$ cat src/rtl/seq_pkg.sv
package seq_pkg;

    localparam int RATE_W = 4;
    localparam logic [RATE_W-1:0] RATE_NONE = 4'b1111;

    typedef enum logic {
        SEQ_IDLE = 1'b0,
        SEQ_RUN  = 1'b1
    } seq_state_e;

    // qualified controls handed from the gate to the counter
    typedef struct packed {
        logic run_ok;   // enable and run both asserted
        logic start;    // accepted frame this cycle
    } gate_t;

    function automatic logic rate_blocks(input logic [RATE_W-1:0] code);
        return code == RATE_NONE;
    endfunction

endpackage

$ cat src/rtl/seq_frame_gate.sv
module seq_frame_gate
    import seq_pkg::*;
(
    input  logic              core_en,
    input  logic              run_req,
    input  logic [RATE_W-1:0] rate_sel,
    input  logic              frame_tick,
    output gate_t             gate
);

    always_comb begin
        gate.run_ok = core_en && run_req;
        gate.start  = gate.run_ok && frame_tick && !rate_blocks(rate_sel);
    end

endmodule

$ cat src/rtl/seq_jump_decode.sv
module seq_jump_decode #(
    parameter int INSTR_W = 24,
    parameter int OPC_W   = 5,
    parameter logic [OPC_W-1:0] JUMP_OPC = '1
) (
    input  logic [INSTR_W-1:0] instr_word,
    input  logic               fetching,
    output logic               is_jump
);

    localparam int OPC_LSB = INSTR_W - OPC_W;

    logic [OPC_W-1:0] opcode;
    logic             unused_operand;

    assign opcode         = instr_word[INSTR_W-1:OPC_LSB];
    assign unused_operand = ^instr_word[OPC_LSB-1:0];
    assign is_jump        = fetching && (opcode == JUMP_OPC);

endmodule

$ cat src/rtl/seq_pc_ctrl.sv
module seq_pc_ctrl
    import seq_pkg::*;
#(
    parameter int ADDR_W     = 8,
    parameter int START_ADDR = 0
) (
    input  logic              clk,
    input  logic              rst,
    input  gate_t             gate,
    input  logic              is_jump,
    output logic [ADDR_W-1:0] pc,
    output logic              fetching,
    output logic              late_frame
);

    localparam logic [ADDR_W-1:0] START = ADDR_W'(START_ADDR);

    seq_state_e state_q;

    assign fetching   = (state_q == SEQ_RUN);
    assign late_frame = gate.start && fetching;

    always_ff @(posedge clk) begin
        if (rst) begin
            state_q <= SEQ_IDLE;
            pc      <= START;
        end else if (!gate.run_ok) begin
            state_q <= SEQ_IDLE;
            pc      <= START;
        end else if (gate.start) begin
            state_q <= SEQ_RUN;
            pc      <= START;
        end else if (fetching) begin
            if (is_jump) begin
                state_q <= SEQ_IDLE;
                pc      <= START;
            end else begin
                pc <= pc + 1'b1;
            end
        end
    end

endmodule

$ cat src/rtl/seq_overrun_flag.sv
module seq_overrun_flag (
    input  logic clk,
    input  logic rst,
    input  logic hit,
    output logic flag
);

    always_ff @(posedge clk) begin
        if (rst)      flag <= 1'b0;
        else if (hit) flag <= 1'b1;
    end

endmodule

$ cat src/rtl/frame_seq_top.sv
module frame_seq_top
    import seq_pkg::*;
#(
    parameter int ADDR_W     = 8,
    parameter int INSTR_W    = 24,
    parameter int OPC_W      = 5,
    parameter logic [OPC_W-1:0] JUMP_OPC = 5'h1F,
    parameter int START_ADDR = 0
) (
    input  logic               clk,
    input  logic               rst,
    input  logic               core_en,
    input  logic               run_req,
    input  logic [3:0]         rate_sel,
    input  logic               frame_tick,
    input  logic [INSTR_W-1:0] instr_word,
    output logic [ADDR_W-1:0]  fetch_addr,
    output logic               instr_valid,
    output logic               overrun
);

    gate_t gate;
    logic  is_jump;
    logic  late_frame;

    seq_frame_gate u_gate (
        .core_en    (core_en),
        .run_req    (run_req),
        .rate_sel   (rate_sel),
        .frame_tick (frame_tick),
        .gate       (gate)
    );

    seq_jump_decode #(
        .INSTR_W  (INSTR_W),
        .OPC_W    (OPC_W),
        .JUMP_OPC (JUMP_OPC)
    ) u_dec (
        .instr_word (instr_word),
        .fetching   (instr_valid),
        .is_jump    (is_jump)
    );

    seq_pc_ctrl #(
        .ADDR_W     (ADDR_W),
        .START_ADDR (START_ADDR)
    ) u_pc (
        .clk        (clk),
        .rst        (rst),
        .gate       (gate),
        .is_jump    (is_jump),
        .pc         (fetch_addr),
        .fetching   (instr_valid),
        .late_frame (late_frame)
    );

    seq_overrun_flag u_ovr (
        .clk  (clk),
        .rst  (rst),
        .hit  (late_frame),
        .flag (overrun)
    );

endmodule

$ cat config.mk
export PLATFORM = sky130hd
export DESIGN_NAME = frame_seq_top
export DESIGN_NICKNAME = d
export VERILOG_FILES = /design/src/rtl/seq_pkg.sv /design/src/rtl/seq_frame_gate.sv /design/src/rtl/seq_jump_decode.sv /design/src/rtl/seq_pc_ctrl.sv /design/src/rtl/seq_overrun_flag.sv /design/src/rtl/frame_seq_top.sv
export SDC_FILE = /design/constraint.sdc
export NUM_CORES = 1
export LEC_CHECK = 0
export BUFFER_PORTS_ARGS = -buffer_cell sky130_fd_sc_hd__buf_2
export CAP_MARGIN = 15
export CORE_MARGIN = 2
export CORE_UTILIZATION = 35
export CTS_CLUSTER_SIZE = 16
export DETAILED_ROUTE_END_ITERATION = 12
export PLACE_DENSITY = 0.75
export SETUP_SLACK_MARGIN = 0.4
export SYNTH_ARGS = -nofsm -noshare
export SYNTH_HDL_FRONTEND = slang
export SYNTH_SLANG_ARGS = --single-unit
export TNS_END_PERCENT = 20
$ cat constraint.sdc
create_clock -name clk -period 1.6 [get_ports clk]
set_input_delay 0.08 -clock clk [delete_from_list [all_inputs] [get_ports clk]]
set_output_delay 0.08 -clock clk [all_outputs]
set_load 0.005 [all_outputs]
==> flow_summary.toml, run 1 <==
[run_status]
run_status = "completed"

[synthesis]
syn_area_per_cell_um2 = 9.08
synth-main-ff-cell = "dfxtp_1"
synth_top_area_frac = 0.408
ys.warnings.count = 0
synth.most_common_cell = "dfxtp_1"
synth.top_cells.by_area = "dfxtp_1 (41%), xor2_1 (5.4%), a211oi_2 (5.1%)"
synth.yosys.seq_area_share = 0.408
synth.net_count = 88
async_flop_share = 0
synthesis.instances = 54
synth_edf_count = 0
post_synth_instance_area_um2 = 490
synth.distinct_cells = 23
post_synth_top_cells = "dfxtp_1 (10), nand2_1 (6), nand4_1 (4)"
synth-seq-cells = 10
post-synth-top-area-cell = "dfxtp_1"

[worst_setup_path]
cpPeakStageDelay_ps = 380
worstRegToRegCells = 4
r2r-end = "u_pc.pc[6]$_SDFFE_PP0P_"
crit_type = "register to register"
crit_start = "u_pc.pc[1]$_SDFFE_PP0P_"
crit_required_ps = 1790
critical_path_peak_fanout = 4
worst-endpoint-arrival_ps = 1450
timing.critical_path.from_type = "register"
critPathCaptureType = "register"
critical_register_to_register_path_startpoint = "u_pc.pc[1]$_SDFFE_PP0P_"
timing.reg2reg.setup_slack_ps = 350
slowest_cell_on_crit_path = "dfxtp_4"
path_cells = "ha_4, nand3_2, or3_1, a211oi_2"

[power_and_ir_drop]
total_power_uw = 512
total_leakage_power_uw = 0.000307
p_clk_frac = 0.449
internal_power_uw = 403
sequentialPowerShare = 0.485
power.combinational.fraction = 0.066
power.density_cell_area_nw_per_um2 = 704
p_sw_frac = 0.212
vdd_ir_drop_max_mv = 0.717
power.switching_uw = 109

[route]
detail_route.drc_violations = 0
drt-total-wl_um = 1150
drtIter0Drc = 6
vias_per_cell = 5.14
number_of_detailed_routing_iterations_run_before_antenna_repair = 3
post_drt_wl_per_cell_um = 11.5
postRouteAntennaNets = 0
vias = 514

[floorplanning]
dieArea_um2 = 1720
die_extent_in_y_um = 41.4
die_width_um = 41.4
rows = 13
core-area_um2 = 1300
start_util = 0.377
boundaryPins = 43

[placement]
placement.setup.worst_slack_ps = 343
globalplace.congestion = 0.746
port-buffer-count = 23
place.detailed.hpwl_um = 829

[hold_path]
holdCritPathClass = "input pin to register"
worstHoldStart = "frame_tick"
end_point_of_the_most_critical_hold_path = "u_pc.fetching$_SDFF_PP0_"
worstHoldPathCells = 3

[clock_tree]
tritoncts.num_buffers = 3
clk_buf_depth = 2
ctsRootBufferMaster = "clkbuf_4"
tritoncts = "done"
cts.clk_slew.worst_paths_ps = 70
clock_insertion_delay_worst_skew_ps = 270
clock_tree.htree_level_count = 1
numClockSinks = 10

[layout]
ratio_of_cells_with_drive_above_1_in_the_final_layout = 0.529
antenna_cells_inserted = 0
final_nets = 120
syn_to_final_growth_pct = 48.2
fill_cell_total_of_the_finished_layout = 136

[timing]
hold_viol_final = 0
finalSetupViolations = 0
rsz0062_at_grt = "yes"
min_period_over_period = 0.784
timing.clock.skew_ps = 1.03
layout_min_cycle_time_ps = 1250
fin_tns_setup_ps = 0
setup_ws_ps = 345
timing.final.max_slew_violations = 0
timing.slew.headroom = 0.782
holdWs_ps = 76.3
slew_at_the_pin_closest_to_its_max_slew_limit_ps = 327
max_clock_freq_mhz = 797

[global_route]
antenna_violations_before_repair = 0
grt_first_pass_wirelength_um = 1840
groute.usage.overall = 0.139
pin_count_of_the_biggest_net_entering_global_routing = 9
globalRouteOverflowTotal = 0
grt_pass1_vias = 465

[job]
maximum_capacitance_violations = 0
-- placed cells by master, fill, tap and decap left out, types with 2 or more instances in the layout --
master and n:
dfxtp_2 3, clkbuf_4 3, buf_2 23, a21oi_1 2, xor2_1 3, inv_2 2, or3_1 3, buf_4 4
nand2_1 6, nor3_1 3, o21ai_1 2, a211oi_2 3, dfxtp_4 2, nand4_1 4, o21ai_0 3, dfxtp_1 5
-- cell type report --
cell class,instances,area (µm²),area share
Clock buffer,4,36.3,0.0499
Inverter,2,7.51,0.0103
Tap cell,15,18.8,0.0258
Multi-Input combinational cell,41,298,0.410
Sequential cell,10,211,0.291
Timing Repair Buffer,28,155,0.213
-- power groups by stage --
stage	logic (µW)	registers [µW]	clock network [µW]
after floorplan	12.4	255	0
after global placement	30.3	255	0
after detailed placement	31.3	255	0
after CTS	33.4	248	240
after global routing	37.5	248	249
final	33.5	248	230
-- how the worst max path moves through the flow --
stage | slack, ps | cells after the start | to
2_1_floorplan | 380 | 4 | u_pc.pc[7]$_SDFFE_PP0P_
3_3_place_gp | 350 | 4 | u_pc.pc[6]$_SDFFE_PP0P_
3_5_place_dp | 340 | 4 | u_pc.pc[6]$_SDFFE_PP0P_
4_1_cts | 350 | 4 | u_pc.pc[6]$_SDFFE_PP0P_
5_1_grt | 300 | 4 | u_pc.pc[6]$_SDFFE_PP0P_
6_report | 350 | 4 | u_pc.pc[6]$_SDFFE_PP0P_
-- layer usage --
metal	global-route usage	part of all wire	wire length [µm]	vias to the layer above
met5	0	0	0	-
met4	0.0387	0.0096	11	0
met3	0.0652	0.048	55	2
met2	0.250	0.53	607	14
met1	0.142	0.41	473	234
li1	-	-	-	264
-- worst max-delay path: cells and delay by family, from the launching register on --
| kind | cells | cell delay [ps] |
|---|---|---|
| fa+ha+maj | 1 | 150 |
| compound gates | 1 | 190 |
| flops | 1 | 380 |
| simple gates | 2 | 460 |
-- timing repair --
| item | in CTS | in global routing |
|---|---|---|
| setup endpoints to repair | 3 | 4 |
| resized for setup | 3 | 4 |
| endpoints found under the hold margin | 2 | 0 |
| pin swaps | 0 | 3 |
| setup buffers | 1 | 1 |
| hold buffers | 1 | 0 |
-- stage by stage --
stage                     cell area (µm²)  std cells  utilization
final                                 727        100        0.559
after global routing                  727        100        0.559
after CTS                             698         99        0.537
after detailed placement              639         93        0.491
after global placement                639         93        0.491
after floorplan                       502         54            -
-- sequential cells by signal, summed over array words and instances (netlist names) --
name and flops:
u_ovr.flag 1, u_pc.fetching 1, u_pc.pc 8
-- cells by family (layout without fill, tap and decap cells) --
| group | after synthesis | after routing | synth area share |
|---|---|---|---|
| AND/OR/NAND/NOR | 23 | 23 | 0.283 |
| AO/OA/AOI/OAI | 14 | 14 | 0.199 |
| flip-flops | 10 | 10 | 0.408 |
| XOR/XNOR | 3 | 3 | 0.0536 |
| buffers and inverters | 3 | 34 | 0.0306 |
| adder cells (fa/ha/maj) | 1 | 1 | 0.0255 |
No activity file was read; power rests on OpenSTA's default activity.
==> inputs of run 2 (changes only) <==
--- a/config.mk
+++ b/config.mk
@@ -5,13 +5,14 @@
 export SDC_FILE = /design/constraint.sdc
 export NUM_CORES = 1
 export LEC_CHECK = 0
+export ABC_AREA = 1
 export BUFFER_PORTS_ARGS = -buffer_cell sky130_fd_sc_hd__buf_2
 export CAP_MARGIN = 15
 export CORE_MARGIN = 2
-export CORE_UTILIZATION = 35
+export CORE_UTILIZATION = 37
 export CTS_CLUSTER_SIZE = 16
 export DETAILED_ROUTE_END_ITERATION = 12
-export PLACE_DENSITY = 0.75
+export PLACE_DENSITY = 0.76
 export SETUP_SLACK_MARGIN = 0.4
 export SYNTH_ARGS = -nofsm -noshare
 export SYNTH_HDL_FRONTEND = slang
==> constraint.sdc (replaced) <==
create_clock -name clk -period 1.25 [get_ports clk]
set_input_delay 0.0625 -clock clk [delete_from_list [all_inputs] [get_ports clk]]
set_output_delay 0.0625 -clock clk [all_outputs]
set_load 0.005 [all_outputs]
==> run 2 against run 1 <==
Compared with the run above:
- synthesized cell count increased by 46%
- first-iteration DRC count up 83%
- via count increased by 7.8%
- die area grew 4.0%
- largest power group unchanged
==> flow_summary.toml, run 2 <==
[worst_setup_path]
crit_required_ps = 1460
worst-endpoint-arrival_ps = 1200
crit_start = "u_pc.pc[1]$_SDFFE_PP0P_"
timing.critical_path.from_type = "register"
worstRegToRegCells = 7
crit_type = "register to register"
cp-endpoint = "u_pc.pc[6]$_SDFFE_PP0P_"
critPathCaptureType = "register"
r2r-end = "u_pc.pc[6]$_SDFFE_PP0P_"
critical_register_to_register_path_startpoint = "u_pc.pc[1]$_SDFFE_PP0P_"
critical_path_peak_fanout = 4
timing.reg2reg.setup_slack_ps = 260

[floorplanning]
start_util = 0.406
rows = 13
core-area_um2 = 1330
boundaryPins = 43
dieArea_um2 = 1790
die_width_um = 42.3
die_extent_in_y_um = 42.3

[clock_tree]
clock_insertion_delay_worst_skew_ps = 270
cts.clk_slew.worst_paths_ps = 70
clock_tree.htree_level_count = 1
clk_buf_depth = 2
numClockSinks = 10
tritoncts = "done"
tritoncts.num_buffers = 3
ctsRootBufferMaster = "clkbuf_4"

[synthesis]
synth.top_cells.by_area = "dfxtp_1 (37%), nand2_1 (15%), nand3_1 (8.3%)"
synth.distinct_cells = 17
synth.net_count = 113
synthesis.instances = 79
synth.yosys.seq_area_share = 0.370
post_synth_instance_area_um2 = 542
synth_edf_count = 0
async_flop_share = 0
post-synth-top-area-cell = "dfxtp_1"
synth-main-ff-cell = "dfxtp_1"
syn_area_per_cell_um2 = 6.86
synth_top_area_frac = 0.370
synth-seq-cells = 10
synth.most_common_cell = "nand2_1"
post_synth_top_cells = "nand2_1 (22), nor2_1 (12), dfxtp_1 (10), inv_1 (10), nand3_1 (9)"
ys.warnings.count = 0

[layout]
largest-register = "u_pc.pc"
syn_to_final_growth_pct = 40.0
fill_cell_total_of_the_finished_layout = 129
ratio_of_cells_with_drive_above_1_in_the_final_layout = 0.393
mostFrequentLayoutCells = "buf_2 (23), nand2_1 (22), nor2_1 (12)"
final_nets = 142
mostFrequentLayoutCell = "buf_2"
fin_util = 0.568
post-route-cell-area_um2 = 758
largest_register_ffs = 8
antenna_cells_inserted = 0

[global_route]
pin_count_of_the_biggest_net_entering_global_routing = 10
groute.usage.overall = 0.135
grt_pass1_vias = 504
grt_first_pass_wirelength_um = 1890
antenna_violations_before_repair = 0
globalRouteOverflowTotal = 0

[timing]
timing.final.max_slew_violations = 0
max_clock_freq_mhz = 1010
timing.slew.headroom = 0.810
finalSetupViolations = 0
slew_at_the_pin_closest_to_its_max_slew_limit_ps = 284
hold_viol_final = 0
layout_min_cycle_time_ps = 992
rsz0062_at_grt = "yes"
holdWs_ps = 105
fin_tns_setup_ps = 0
timing.clock.skew_ps = 1.68
min_period_over_period = 0.794

[route]
vias = 554
vias_per_cell = 4.54
drtIter0Drc = 11
detail_route.drc_violations = 0
drt-total-wl_um = 1140
number_of_detailed_routing_iterations_run_before_antenna_repair = 4
post_drt_wl_per_cell_um = 9.31
postRouteAntennaNets = 0

[power_and_ir_drop]
vdd_ir_drop_max_mv = 0.633
power.density_cell_area_nw_per_um2 = 858
total_leakage_power_uw = 0.000363

[placement]
place_area_um2 = 686
globalplace.congestion = 0.758
port-buffer-count = 23
place.detailed.hpwl_um = 866

[run_status]
run_status = "completed"

[job]
maximum_capacitance_violations = 0

[hold_path]
holdCritPathClass = "input pin to register"
## run 2: cell count changes in the layout (fill, tap and decap cells not counted), moves of 4 or more
cell	change
inv_1	+10
buf_4	-4
nor2_1	+11
nand2_1	+16
nand3_1	+7
## run 2: worst min path at each step
stage | endpoint | slack [ps] | cells past startpoint | from
2_1_floorplan | u_ovr.flag$_SDFFE_PP0P_ | 130 | 1 | rst
3_3_place_gp | u_ovr.flag$_SDFFE_PP0P_ | 240 | 2 | rst
3_5_place_dp | u_ovr.flag$_SDFFE_PP0P_ | 250 | 2 | rst
4_1_cts | u_pc.pc[1]$_SDFFE_PP0P_ | 90 | 4 | rst
5_1_grt | u_pc.pc[1]$_SDFFE_PP0P_ | 140 | 4 | rst
6_report | u_pc.pc[1]$_SDFFE_PP0P_ | 100 | 4 | rst
## run 2: cells by family (layout without fill, tap and decap cells)
kind of cell | count (synthesis) | count (layout) | synth area share
XOR/XNOR | 2 | 2 | 0.0323
adder cells (fa/ha/maj) | 1 | 1 | 0.0231
buffers and inverters | 12 | 40 | 0.0970
flip-flops | 10 | 10 | 0.370
AND/OR/NAND/NOR | 50 | 50 | 0.436
AO/OA/AOI/OAI | 4 | 4 | 0.0416
## run 2: metal layers
metal | global-route usage | vias up | wire, µm
met3 | 0.0129 | 3 | 23
met2 | 0.218 | 10 | 597
met4 | 0.106 | 0 | 19
met5 | 0 | - | 0
li1 | - | 299 | -
met1 | 0.162 | 242 | 496
## run 2: per-stage QoR
step	power [µW]	instances	setup WS [ps]
after floorplan	338	79	320
after global placement	358	116	265
after detailed placement	360	116	242
after CTS	654	122	234
after global routing	678	122	201
final	650	122	258
## run 2: power breakdown
group | total, µW | internal [µW] | switching (µW)
Clock | 296 | 177 | 119
Sequential | 314 | 313 | 1.35
Combinational | 39.8 | 22.2 | 17.6
## run 2: worst max-delay path: stages (launching register included)
cell	delay [ps]
dfxtp_4	380
ha_4	140
nand2_4	60
nor2_4	110
nand2_1	60
nand2_1	60
nand2_1	50
nor2_1	70
## run 2: final cells by class
cell class	count	area [µm²]	area share
clock buffer	4	36.3	0.0479
inverter	11	41.3	0.0545
multi-input combinational	57	312	0.411
sequential	10	214	0.282
tap	15	18.8	0.0248
timing repair buffer	25	136	0.180
## run 2: what timing repair did
item | CTS | global route
endpoints found under the hold margin | 1 | 0
pin swaps | 4 | 4
buffers inserted | 1 | 0
setup endpoints to repair | 10 | 13
hold buffers | 1 | 0
resized for setup | 1 | 5
==> inputs of run 3 (changes only) <==
--- a/config.mk
+++ b/config.mk
@@ -8,11 +8,12 @@
 export ABC_AREA = 1
 export BUFFER_PORTS_ARGS = -buffer_cell sky130_fd_sc_hd__buf_2
 export CAP_MARGIN = 15
+export CORE_ASPECT_RATIO = 1.2
 export CORE_MARGIN = 2
-export CORE_UTILIZATION = 37
+export CORE_UTILIZATION = 33
 export CTS_CLUSTER_SIZE = 16
 export DETAILED_ROUTE_END_ITERATION = 12
-export PLACE_DENSITY = 0.76
+export PLACE_DENSITY = 0.72
 export SETUP_SLACK_MARGIN = 0.4
 export SYNTH_ARGS = -nofsm -noshare
 export SYNTH_HDL_FRONTEND = slang
==> constraint.sdc (replaced) <==
create_clock -name clk -period 0.89 [get_ports clk]
set_input_delay 0.0445 -clock clk [delete_from_list [all_inputs] [get_ports clk]]
set_output_delay 0.0445 -clock clk [all_outputs]
set_load 0.005 [all_outputs]
==> run 3 against run 2 <==
Compared with the run above:
- the run now ends with negative hold slack, negative setup slack left
- utilization fell by 1.9 points
- fmax fell by 0.84%
- sequential share of layout area decreased by 3.2 points
- largest power group unchanged
==> flow_summary.toml, run 3 (synthesis results as in run 2) <==
[worst_setup_path]
worst-endpoint-arrival_ps = 1210
crit_required_ps = 1100
critPathCaptureType = "register"
critical_path_peak_fanout = 4
crit_type = "register to register"
timing.critical_path.from_type = "register"

[layout]
finish.cell_count_without_fillers = 137
fill_cell_total_of_the_finished_layout = 167
syn_to_final_growth_pct = 60.5
ratio_of_cells_with_drive_above_1_in_the_final_layout = 0.496
largest_register_ffs = 8
final_nets = 154
mostFrequentLayoutCells = "nand2_1 (21), buf_2 (21), buf_4 (13)"
largest-register = "u_pc.pc"
antenna_cells_inserted = 0
seq_area_um2 = 218
multi_input_comb_area_um2 = 325

[global_route]
groute.usage.overall = 0.150
grt_pass1_vias = 520
pin_count_of_the_biggest_net_entering_global_routing = 7
globalRouteOverflowTotal = 0
antenna_violations_before_repair = 0
grt_first_pass_wirelength_um = 2040

[timing]
timing.clock.skew_ps = 5.40
holdWs_ps = -61.8
finalSetupViolations = 11
max_clock_freq_mhz = 999
rsz0062_at_grt = "yes"
min_period_over_period = 1.12
setup_ws_ps = -111
layout_min_cycle_time_ps = 1000
timing.final.max_slew_violations = 0
slew_at_the_pin_closest_to_its_max_slew_limit_ps = 175
fin_tns_setup_ps = -690
timing.slew.headroom = 0.883
hold_viol_final = 1

[floorplanning]
dieArea_um2 = 1980
die_extent_in_y_um = 48.4
start_util = 0.343
core-area_um2 = 1580
die_width_um = 41.0
rows = 16
boundaryPins = 43

[route]
postRouteAntennaNets = 0
vias_per_cell = 4.42
detail_route.drc_violations = 0
post_drt_wl_per_cell_um = 9.01
drtIter0Drc = 5
number_of_detailed_routing_iterations_run_before_antenna_repair = 4
vias = 606
drt-total-wl_um = 1230

[clock_tree]
cts.clk_slew.worst_paths_ps = 80
ctsRootBufferMaster = "clkbuf_4"
clock_tree.htree_level_count = 1
clk_buf_depth = 2
clock_insertion_delay_worst_skew_ps = 270
numClockSinks = 10
tritoncts.num_buffers = 3
tritoncts = "done"

[power_and_ir_drop]
vdd_ir_drop_max_mv = 0.652
total_leakage_power_uw = 0.000424
power.density_cell_area_nw_per_um2 = 956

[run_status]
run_status = "finished with violations"
violated_checks = "negative hold slack, negative setup slack"

[placement]
place.detailed.hpwl_um = 991
globalplace.congestion = 0.689
port-buffer-count = 23
dp.cells = 130

[hold_path]
holdCritPathClass = "input pin to register"

[job]
maximum_capacitance_violations = 0
## run 3: final timing paths
check | start | to | slack (ps) | cells past startpoint
hold / removal | rst | u_ovr.flag$_SDFFE_PP0P_ | -60 | 2
hold reg to reg | u_ovr.flag$_SDFFE_PP0P_ | u_ovr.flag$_SDFFE_PP0P_ | 440 | 2
setup reg to reg | u_pc.pc[0]$_SDFFE_PP0P_ | u_pc.pc[6]$_SDFFE_PP0P_ | -110 | 7
setup / recovery | u_pc.pc[0]$_SDFFE_PP0P_ | u_pc.pc[6]$_SDFFE_PP0P_ | -110 | 7
## run 3: layer usage
metal	up-vias	global-route usage	part of all wire
li1	322	-	-
met1	263	0.183	0.41
met2	21	0.224	0.54
met3	0	0.0550	0.054
met4	0	0.0667	0
met5	-	0	0
## run 3: report_power, final
group	internal (µW)	switching, µW	total (µW)
sequential	436	1.45	437
clock	162	171	333
combinational	34.2	26.4	60.7
total	632	199	831
## run 3: critical path, cell delays in order (launching register included)
cell and delay, ps:
dfxtp_4 380, ha_4 140, nand2_4 50, nor2_4 120
nand2_1 60, nand2_1 50, nand2_1 40, nor2_1 90
## run 3: final cells by class
type | instances | share of cell area
tap | 18 | 0.0259
inverter | 11 | 0.0475
multi-input combinational | 57 | 0.374
clock buffer | 3 | 0.0259
timing repair buffer | 37 | 0.272
sequential | 10 | 0.250
clock inverter | 1 | 0.00432
## run 3: per-stage QoR
step | area, µm² | power (µW) | util | worst slack [ps]
after floorplan | 563 | 475 | - | -39.5
after global placement | 772 | 510 | 0.488 | -66.3
after detailed placement | 772 | 512 | 0.488 | -102
after CTS | 845 | 851 | 0.534 | -104
after global routing | 870 | 888 | 0.550 | -188
final | 870 | 831 | 0.550 | -111
## run 3: repair_timing
item / 4_1_cts / 5_1_grt
setup endpoints to repair: 20 / 20
gates resized for setup: 13 / 2
hold endpoints to repair: 1 / 1
setup buffers: 1 / 2
pin swaps: 4 / 7
